### src/rtl/i2s_ctx_pkg.sv
package i2s_ctx_pkg;

  localparam int unsigned SAMPLE_W_DEFAULT = 16;

  // Word-select level for the bit being emitted at frame position idx.
  // The level flips one bit ahead of each channel MSB.
  function automatic logic ws_for_slot(input int unsigned idx,
                                       input int unsigned half_bits);
    logic lvl;
    if (idx == (2 * half_bits) - 1) lvl = 1'b0;
    else                            lvl = (idx >= half_bits - 1);
    return lvl;
  endfunction

endpackage

### src/rtl/i2s_bit_timer.sv
module i2s_bit_timer #(
  parameter int unsigned SAMPLE_W = 16,
  localparam int unsigned FRAME_BITS = 2 * SAMPLE_W,
  localparam int unsigned IDX_W = $clog2(FRAME_BITS)
) (
  input  logic             clk,
  input  logic             rst_n,
  input  logic             tick_i,
  output logic             bclk_int_o,
  output logic             fall_o,
  output logic             frame_start_o,
  output logic [IDX_W-1:0] bit_idx_o
);

  localparam logic [IDX_W-1:0] LAST_IDX = IDX_W'(FRAME_BITS - 1);

  logic             bclk_q, bclk_d;
  logic [IDX_W-1:0] idx_q, idx_d;

  always_comb begin
    bclk_d = bclk_q;
    idx_d  = idx_q;
    if (tick_i) begin
      bclk_d = ~bclk_q;
      if (bclk_q) begin
        if (idx_q == LAST_IDX) idx_d = '0;
        else                   idx_d = idx_q + 1'b1;
      end
    end
  end

  always_ff @(posedge clk or negedge rst_n) begin
    if (!rst_n) begin
      bclk_q <= 1'b0;
      idx_q  <= '0;
    end else if (tick_i) begin
      bclk_q <= bclk_d;
      idx_q  <= idx_d;
    end
  end

  assign bclk_int_o    = bclk_q;
  assign fall_o        = tick_i & bclk_q;
  assign frame_start_o = tick_i & bclk_q & (idx_q == '0);
  assign bit_idx_o     = idx_q;

endmodule

### src/rtl/i2s_pair_buffer.sv
module i2s_pair_buffer #(
  parameter int unsigned SAMPLE_W = 16,
  localparam int unsigned PAIR_W = 2 * SAMPLE_W
) (
  input  logic                clk,
  input  logic                rst_n,
  input  logic                frame_start_i,
  input  logic                valid_i,
  input  logic [SAMPLE_W-1:0] left_i,
  input  logic [SAMPLE_W-1:0] right_i,
  output logic                ready_o,
  output logic [PAIR_W-1:0]   pair_o,
  output logic                underrun_o
);

  logic [PAIR_W-1:0] hold_q, hold_d;
  logic              under_q, under_d;
  logic              take;

  assign take = frame_start_i & valid_i;

  always_comb begin
    hold_d  = hold_q;
    under_d = under_q;
    if (take)
      hold_d = {left_i, right_i};
    if (frame_start_i && !valid_i)
      under_d = 1'b1;
  end

  always_ff @(posedge clk or negedge rst_n) begin
    if (!rst_n) begin
      hold_q  <= '0;
      under_q <= 1'b0;
    end else if (frame_start_i) begin
      hold_q  <= hold_d;
      under_q <= under_d;
    end
  end

  assign ready_o    = frame_start_i;
  assign pair_o     = take ? {left_i, right_i} : hold_q;
  assign underrun_o = under_q;

endmodule

### src/rtl/i2s_word_shifter.sv
module i2s_word_shifter
  import i2s_ctx_pkg::*;
#(
  parameter int unsigned SAMPLE_W = 16,
  localparam int unsigned PAIR_W = 2 * SAMPLE_W,
  localparam int unsigned IDX_W = $clog2(PAIR_W)
) (
  input  logic              clk,
  input  logic              rst_n,
  input  logic              fall_i,
  input  logic              frame_start_i,
  input  logic [PAIR_W-1:0] pair_i,
  input  logic [IDX_W-1:0]  bit_idx_i,
  output logic              sd_o,
  output logic              ws_o
);

  logic [PAIR_W-1:0] sh_q, sh_d, src;
  logic              sd_q, sd_d;
  logic              ws_q, ws_d;

  always_comb begin
    src  = frame_start_i ? pair_i : sh_q;
    sh_d = sh_q;
    sd_d = sd_q;
    ws_d = ws_q;
    if (fall_i) begin
      sd_d = src[PAIR_W-1];
      sh_d = {src[PAIR_W-2:0], 1'b0};
      ws_d = ws_for_slot(32'(bit_idx_i), SAMPLE_W);
    end
  end

  always_ff @(posedge clk or negedge rst_n) begin
    if (!rst_n) begin
      sh_q <= '0;
      sd_q <= 1'b0;
      ws_q <= 1'b0;
    end else if (fall_i) begin
      sh_q <= sh_d;
      sd_q <= sd_d;
      ws_q <= ws_d;
    end
  end

  assign sd_o = sd_q;
  assign ws_o = ws_q;

endmodule

### src/rtl/i2s_out_retime.sv
module i2s_out_retime #(
  parameter int unsigned LANES = 3
) (
  input  logic             clk,
  input  logic             rst_n,
  input  logic [LANES-1:0] d_i,
  output logic [LANES-1:0] q_o
);

  for (genvar g = 0; g < LANES; g++) begin : g_lane
    logic q;
    always_ff @(posedge clk or negedge rst_n) begin
      if (!rst_n) q <= 1'b0;
      else        q <= d_i[g];
    end
    assign q_o[g] = q;
  end

endmodule

### src/rtl/i2s_compact_tx.sv
module i2s_compact_tx #(
  parameter int unsigned SAMPLE_W = 16
) (
  input  logic                clk,
  input  logic                rst_n,
  input  logic                bclk_tick,
  input  logic [SAMPLE_W-1:0] pcm_left,
  input  logic [SAMPLE_W-1:0] pcm_right,
  input  logic                pcm_valid,
  output logic                pcm_ready,
  output logic                bclk_o,
  output logic                ws_o,
  output logic                sdata_o,
  output logic                underrun_o
);

  localparam int unsigned PAIR_W = 2 * SAMPLE_W;
  localparam int unsigned IDX_W  = $clog2(PAIR_W);

  logic              bclk_int, fall, frame_start;
  logic [IDX_W-1:0]  bit_idx;
  logic [PAIR_W-1:0] pair;
  logic              sd_int, ws_int;
  logic [2:0]        pins;

  i2s_bit_timer #(.SAMPLE_W(SAMPLE_W)) u_timer (
    .clk(clk), .rst_n(rst_n), .tick_i(bclk_tick),
    .bclk_int_o(bclk_int), .fall_o(fall),
    .frame_start_o(frame_start), .bit_idx_o(bit_idx)
  );

  i2s_pair_buffer #(.SAMPLE_W(SAMPLE_W)) u_buf (
    .clk(clk), .rst_n(rst_n), .frame_start_i(frame_start),
    .valid_i(pcm_valid), .left_i(pcm_left), .right_i(pcm_right),
    .ready_o(pcm_ready), .pair_o(pair), .underrun_o(underrun_o)
  );

  i2s_word_shifter #(.SAMPLE_W(SAMPLE_W)) u_shift (
    .clk(clk), .rst_n(rst_n), .fall_i(fall),
    .frame_start_i(frame_start), .pair_i(pair),
    .bit_idx_i(bit_idx), .sd_o(sd_int), .ws_o(ws_int)
  );

  i2s_out_retime #(.LANES(3)) u_retime (
    .clk(clk), .rst_n(rst_n),
    .d_i({bclk_int, ws_int, sd_int}), .q_o(pins)
  );

  assign bclk_o  = pins[2];
  assign ws_o    = pins[1];
  assign sdata_o = pins[0];

endmodule

### config.mk
export PLATFORM = sky130hd
export DESIGN_NAME = i2s_compact_tx
export DESIGN_NICKNAME = d
export VERILOG_FILES = /design/src/rtl/i2s_ctx_pkg.sv /design/src/rtl/i2s_bit_timer.sv /design/src/rtl/i2s_pair_buffer.sv /design/src/rtl/i2s_word_shifter.sv /design/src/rtl/i2s_out_retime.sv /design/src/rtl/i2s_compact_tx.sv
export SDC_FILE = /design/constraint.sdc
export NUM_CORES = 1
export LEC_CHECK = 0
export BUFFER_PORTS_ARGS = -buffer_cell sky130_fd_sc_hd__buf_2
export CORE_MARGIN = 5
export CORE_UTILIZATION = 50
export CTS_BUF_LIST = sky130_fd_sc_hd__clkbuf_4
export DETAILED_ROUTE_END_ITERATION = 10
export GPL_ROUTABILITY_DRIVEN = 0
export GPL_TIMING_DRIVEN = 1
export PLACE_DENSITY = 0.7
export RECOVER_POWER = 25
export SLEW_MARGIN = 20
export SYNTH_ARGS = -nofsm -noshare
export SYNTH_HDL_FRONTEND = slang
export SYNTH_HIERARCHICAL = 1
export SYNTH_SLANG_ARGS = --single-unit
### constraint.sdc
create_clock -name clk -period 4.2 [get_ports clk]
set_clock_uncertainty 0.1 [all_clocks]
set_input_delay 0.21 -clock clk [delete_from_list [all_inputs] [get_ports clk]]
set_output_delay 0.21 -clock clk [all_outputs]
set_load 0.1 [all_outputs]
# [Yosys cells after proc, flatten, opt, wreduce, memory -nomap -nowiden]
# Cells that the tools add are included.
[totals] input_bits=36 elab_cells=26 regBits=75
[classes] add_sub_neg=1 n_lt_le_gt_ge=1 eq_ne=1 bitwise=4 muxes=4 n_reduce_logical=5
[ops] cell="2-to-1 mux 32 bit" count=2
[ops] cell="adder 5 x 1 -> 5 bit, second input constant" count=1
[ops] cell="== test 5 bit, second input constant" count=1
[ops] cell=">= comparator 5 x 4 -> 1 bit, second input constant" count=1
[ops] cell="logical NOT 5 bit" count=1
[ops] cell="2-to-1 mux 5 bit" count=1
[ops] cell="AND reduction 2 bit" count=2
[ops] cell="AND 1 bit" count=3
[ops] cell="logical AND 1 bit" count=1
[ops] cell="logical NOT 1 bit" count=1
[ops] cell="2-to-1 mux 1 bit" count=1
[ops] cell="inverter 1 bit" count=1

# [Longest topological paths before layout]
[logic_depth] depth_word=5 depth_mapped=9

# [Cells and area by module]
# The synthesis kept the hierarchy.
[modules_own_cells] module="i2s_pair_buffer" seq_area_each_um2=825.8 area_per_inst_um2=1679.1 cells_each=107 n_inst=1
[modules_own_cells] module="i2s_word_shifter" seq_area_each_um2=825.8 area_per_inst_um2=1551.5 cells_each=144 n_inst=1
[modules_own_cells] module="i2s_bit_timer" seq_area_each_um2=150.1 area_per_inst_um2=324.1 cells_each=31 n_inst=1
[modules_own_cells] module="i2s_out_retime" seq_area_each_um2=75.1 area_per_inst_um2=97.6 cells_each=6 n_inst=1

# [Worst setup path after synthesis]
# OpenSTA, ideal clock, no wires.
[synth_path] path_type="reg-to-reg" start="register u_timer.idx_q[0] (netlist: u_timer/bit_idx_o[0])" end="register u_shift.sh_q[27]" arrival_ns=1.934 setup_slack_ns=2.040 stages_incl_launch_ff=10 t_required_ns=3.974 setup_time_ns=0.126 cell_sequence="dfrtp_1 -> inv_1 -> ha_1 -> nand2_1 -> nor3_1 -> nand2_4 -> clkbuf_8 -> mux2_4 -> mux2i_1 -> a21oi_1"
[synth_via] elab_chain_len=5
[synth_lines] item="start, declared" line_no="i2s_bit_timer.sv:18" text="logic [IDX_W-1:0] idx_q, idx_d;"
[synth_lines] item="start signal, assigned" line_no="i2s_bit_timer.sv:38" text="idx_q <= idx_d;"
[synth_lines] item="logical NOT 5 bit" line_no="i2s_bit_timer.sv:44" text="assign frame_start_o = tick_i & bclk_q & (idx_q == '0);"
[synth_lines] item="AND 1 bit" line_no="i2s_bit_timer.sv:44"
[synth_lines] item="named net frame_start" line_no="i2s_compact_tx.sv:20" text="logic bclk_int, fall, frame_start;"
[synth_lines] item="AND 1 bit" line_no="i2s_pair_buffer.sv:20" text="assign take = frame_start_i & valid_i;"
[synth_lines] item="2-to-1 mux 32 bit"
[synth_lines] item="named net pair[26]" line_no="i2s_compact_tx.sv:22" text="logic [PAIR_W-1:0] pair;"
[synth_lines] item="2-to-1 mux 32 bit" line_no="i2s_word_shifter.sv:23" text="src = frame_start_i ? pair_i : sh_q;"
[synth_lines] item="end signal, assigned" line_no="i2s_word_shifter.sv:36" text="sh_q <= '0;"
[synth_lines] item="end signal, assigned" line_no="i2s_word_shifter.sv:40" text="sh_q <= sh_d;"
[synth_lines] item="end, declared" line_no="i2s_word_shifter.sv:18" text="logic [PAIR_W-1:0] sh_q, sh_d, src;"
# The timed path passes the listed nets, and every way through them passes these cells.
# A chain may end at the register's enable or synchronous reset.

# [Worst setup path in the final report]
[layout_path] start="register u_timer.idx_q[0] (netlist: u_timer/bit_idx_o[0])" end="output pcm_ready"
[layout_via] elab_chain_len=2
[layout_lines] item="logical NOT 5 bit" line_no="i2s_bit_timer.sv:44"
[layout_lines] item="AND 1 bit" line_no="i2s_bit_timer.sv:44"
[layout_lines] item="end, declared" line_no="i2s_compact_tx.sv:10" text="output logic pcm_ready,"
# Every way passes these cells.

==> metrics <==
CP peak stage delay 530 ps; Core Footprint 7180 um^2; CP endpoint kind output pin; final-stage net count 393; critical path launch point type flip-flop; Largest delay share family, worst path buffers and inverters; GR Overflow Total 0; Setup Viol. Count Final 0; latest clock arrival within the worst-skew pair 390 ps; final slew viol count 76; Sequential Area 1880 um^2; vias in the first global route 2318; crit-path max FO 34; crit share post-route 63.7%; Total Neg Setup Slack 0 ps; Longest Clk Path Bufs 2; quantity of gates resized following cts 0; Clock Tree Root clkbuf_4; Final ANT Viol Nets 0; Horiz. Die Dim 95.5 um; die area 9110 um^2; Cells after Synth 288; Reg2Reg Depth 8; FP Rows 31; total number of yosys warnings 6; first-pass GRT wire length 9.91 mm; Max-Cap Viols 1; Vias 2283; Tightest Pin Transition 1790 ps; Setup CP Type reg -> out; Routed WL per cell 12.7 um; Mapped Avg Cell Area 12.7 um^2; minimum clock period 2680 ps; H-tree levels 3; max_slew headroom -19.5%; register area share after synthesis 51.4%; Iteration-0 DRC Markers 106; clock slew at reported path FFs 110 ps; Multi-input gate area 1540 um^2; RSZ-0062 raised after global routing no; Post-route DRC 0; overall power 2.18 mW; GRT Total Usage 13.8%; Worst path slowest cell buf_2; CTS Buf Count 9; worst path bufs/invs 3; Cell variety after synth 29; Worst Path Required 3890 ps; # hold bufs at CTS 35; Starting Density 50.9%; critical path arrival 2370 ps; largest net degree at the start of global routing 76; share of post-route cells with drive strength above 1 35.5%; Antenna diodes 0; Vert. Die Dim 95.5 um; Seq cells post-synth 75; Crit path depth 6; initial antenna violation count 0; CP Cell Sequence inv_1 > ha_1 > nand2_1 > nor3_2 > buf_4 > buf_2; Synth-to-Final Area Change 15.6%; reg2reg setup slack 1800 ps; maximum vdd drop 289 uV; number of top-level pins 41; Syn Nets 327; First-pass DRT Iterations 4; total wire length 5.81 mm; status finished with violations; Fin. Hold Viols 0; WHS Path Cells 0; number of buffers inserted by port buffering 40; Post-DP HPWL 3.58 mm; # fillers 627; min-delay worst type reg -> reg; commonest cells after routing, fill and taps aside dfrtp_1, mux2_2, buf_2; Pleak 1.91 nW; CTS tree done; Mapped Area 3650 um^2; Post-CTS Setup Bufs 0; fmax 374 MHz; clock sink count 75; via density per instance 5.00; commonest non-fill, non-tap cell in the layout dfrtp_1; Power Dens Cells 516 nW/um^2; failing checks max-capacitance violations, max-slew violations
stage by stage:
step / instance area [um^2] / hold slack [ps] / utilization (%) / instances / setup slack (ps)
floorplan: 3650 / -186 / - / 288 / 2040
global placement: 3770 / 263 / 52.6 / 407 / 1880
detailed placement: 3770 / 267 / 52.6 / 407 / 1810
CTS: 4220 / 295 / 58.9 / 457 / 1470
global route: 4220 / 306 / 58.8 / 457 / 1310
finish: 4220 / 289 / 58.8 / 457 / 1520
state kept, by name, summed over array words and instances (netlist names):
name,flops
u_buf/hold_q,32
u_buf/underrun_o,1
u_retime/g_lane.q,3
u_shift/sd_o,1
u_shift/sh_q,31
u_shift/ws_o,1
u_timer/bclk_int_o,1
u_timer/bit_idx_o,5
cells by family after synthesis:
kind of cell	synth area share [%]
buf+inv	6.51
xor+xnor	0.480
simple gates	5.89
flops	51.4
mux	29.4
fa+ha+maj	1.03
compound gates	5.34
cell type report:
| type | instances | share of cell area [%] |
|---|---|---|
| multi-input cells | 187 | 36.5 |
| flip-flops and latches | 75 | 44.5 |
| clock inverters | 4 | 0.445 |
| well taps | 99 | 2.93 |
| inverters | 5 | 0.445 |
| repair buffers | 76 | 13.2 |
| clock buffers | 11 | 1.96 |
cell usage after synthesis, drive strengths merged:
cell	count	share of area, %
a21o	1	0.24
a21oi	32	4.4
a221o	1	0.31
and3	1	0.17
buf	13	3.5
clkbuf	8	2.5
dfrtp	75	51
ha	3	1.0
inv	5	0.51
mux2	66	21
mux2i	31	8.5
nand2	4	0.69
nand3	2	0.27
nand4	1	0.17
nand4b	1	0.24
nor2	35	3.6
nor2b	1	0.17
nor3	1	0.14
nor4	1	0.17
o21ai	3	0.41
or4b	1	0.27
xor2	2	0.48
per-layer routing:
layer  part of all wire [%]  up-vias  global-route usage, %  wire, um
li1                       -     1144                      -         -
met1                     47     1098                   16.4      2730
met2                     49       32                   24.2      2860
met3                    2.6        9                   2.68       149
met4                    1.2        0                   6.28        70
met5                      0        -                      0         0
path summary, 6_finish.rpt:
check	start	to
setup / recovery	u_timer/bit_idx_o[0]	pcm_ready
hold / removal	u_shift/sd_o	u_retime/g_lane[0].q
setup reg to reg	u_timer/bit_idx_o[0]	u_shift/sh_q[10]
hold reg to reg	u_shift/sd_o	u_retime/g_lane[0].q
max in group asynchronous	rst_n	u_shift/sh_q[19]
min in group asynchronous	rst_n	u_timer/bit_idx_o[1]
power breakdown:
part	total (mW)	switching (mW)	leakage, nW	internal [mW]
clock	0.353	0.226	0.0639	0.128
combinational	0.711	0.368	0.976	0.342
sequential	1.11	0.140	0.873	0.973
(Power assumes the default switching activity.)
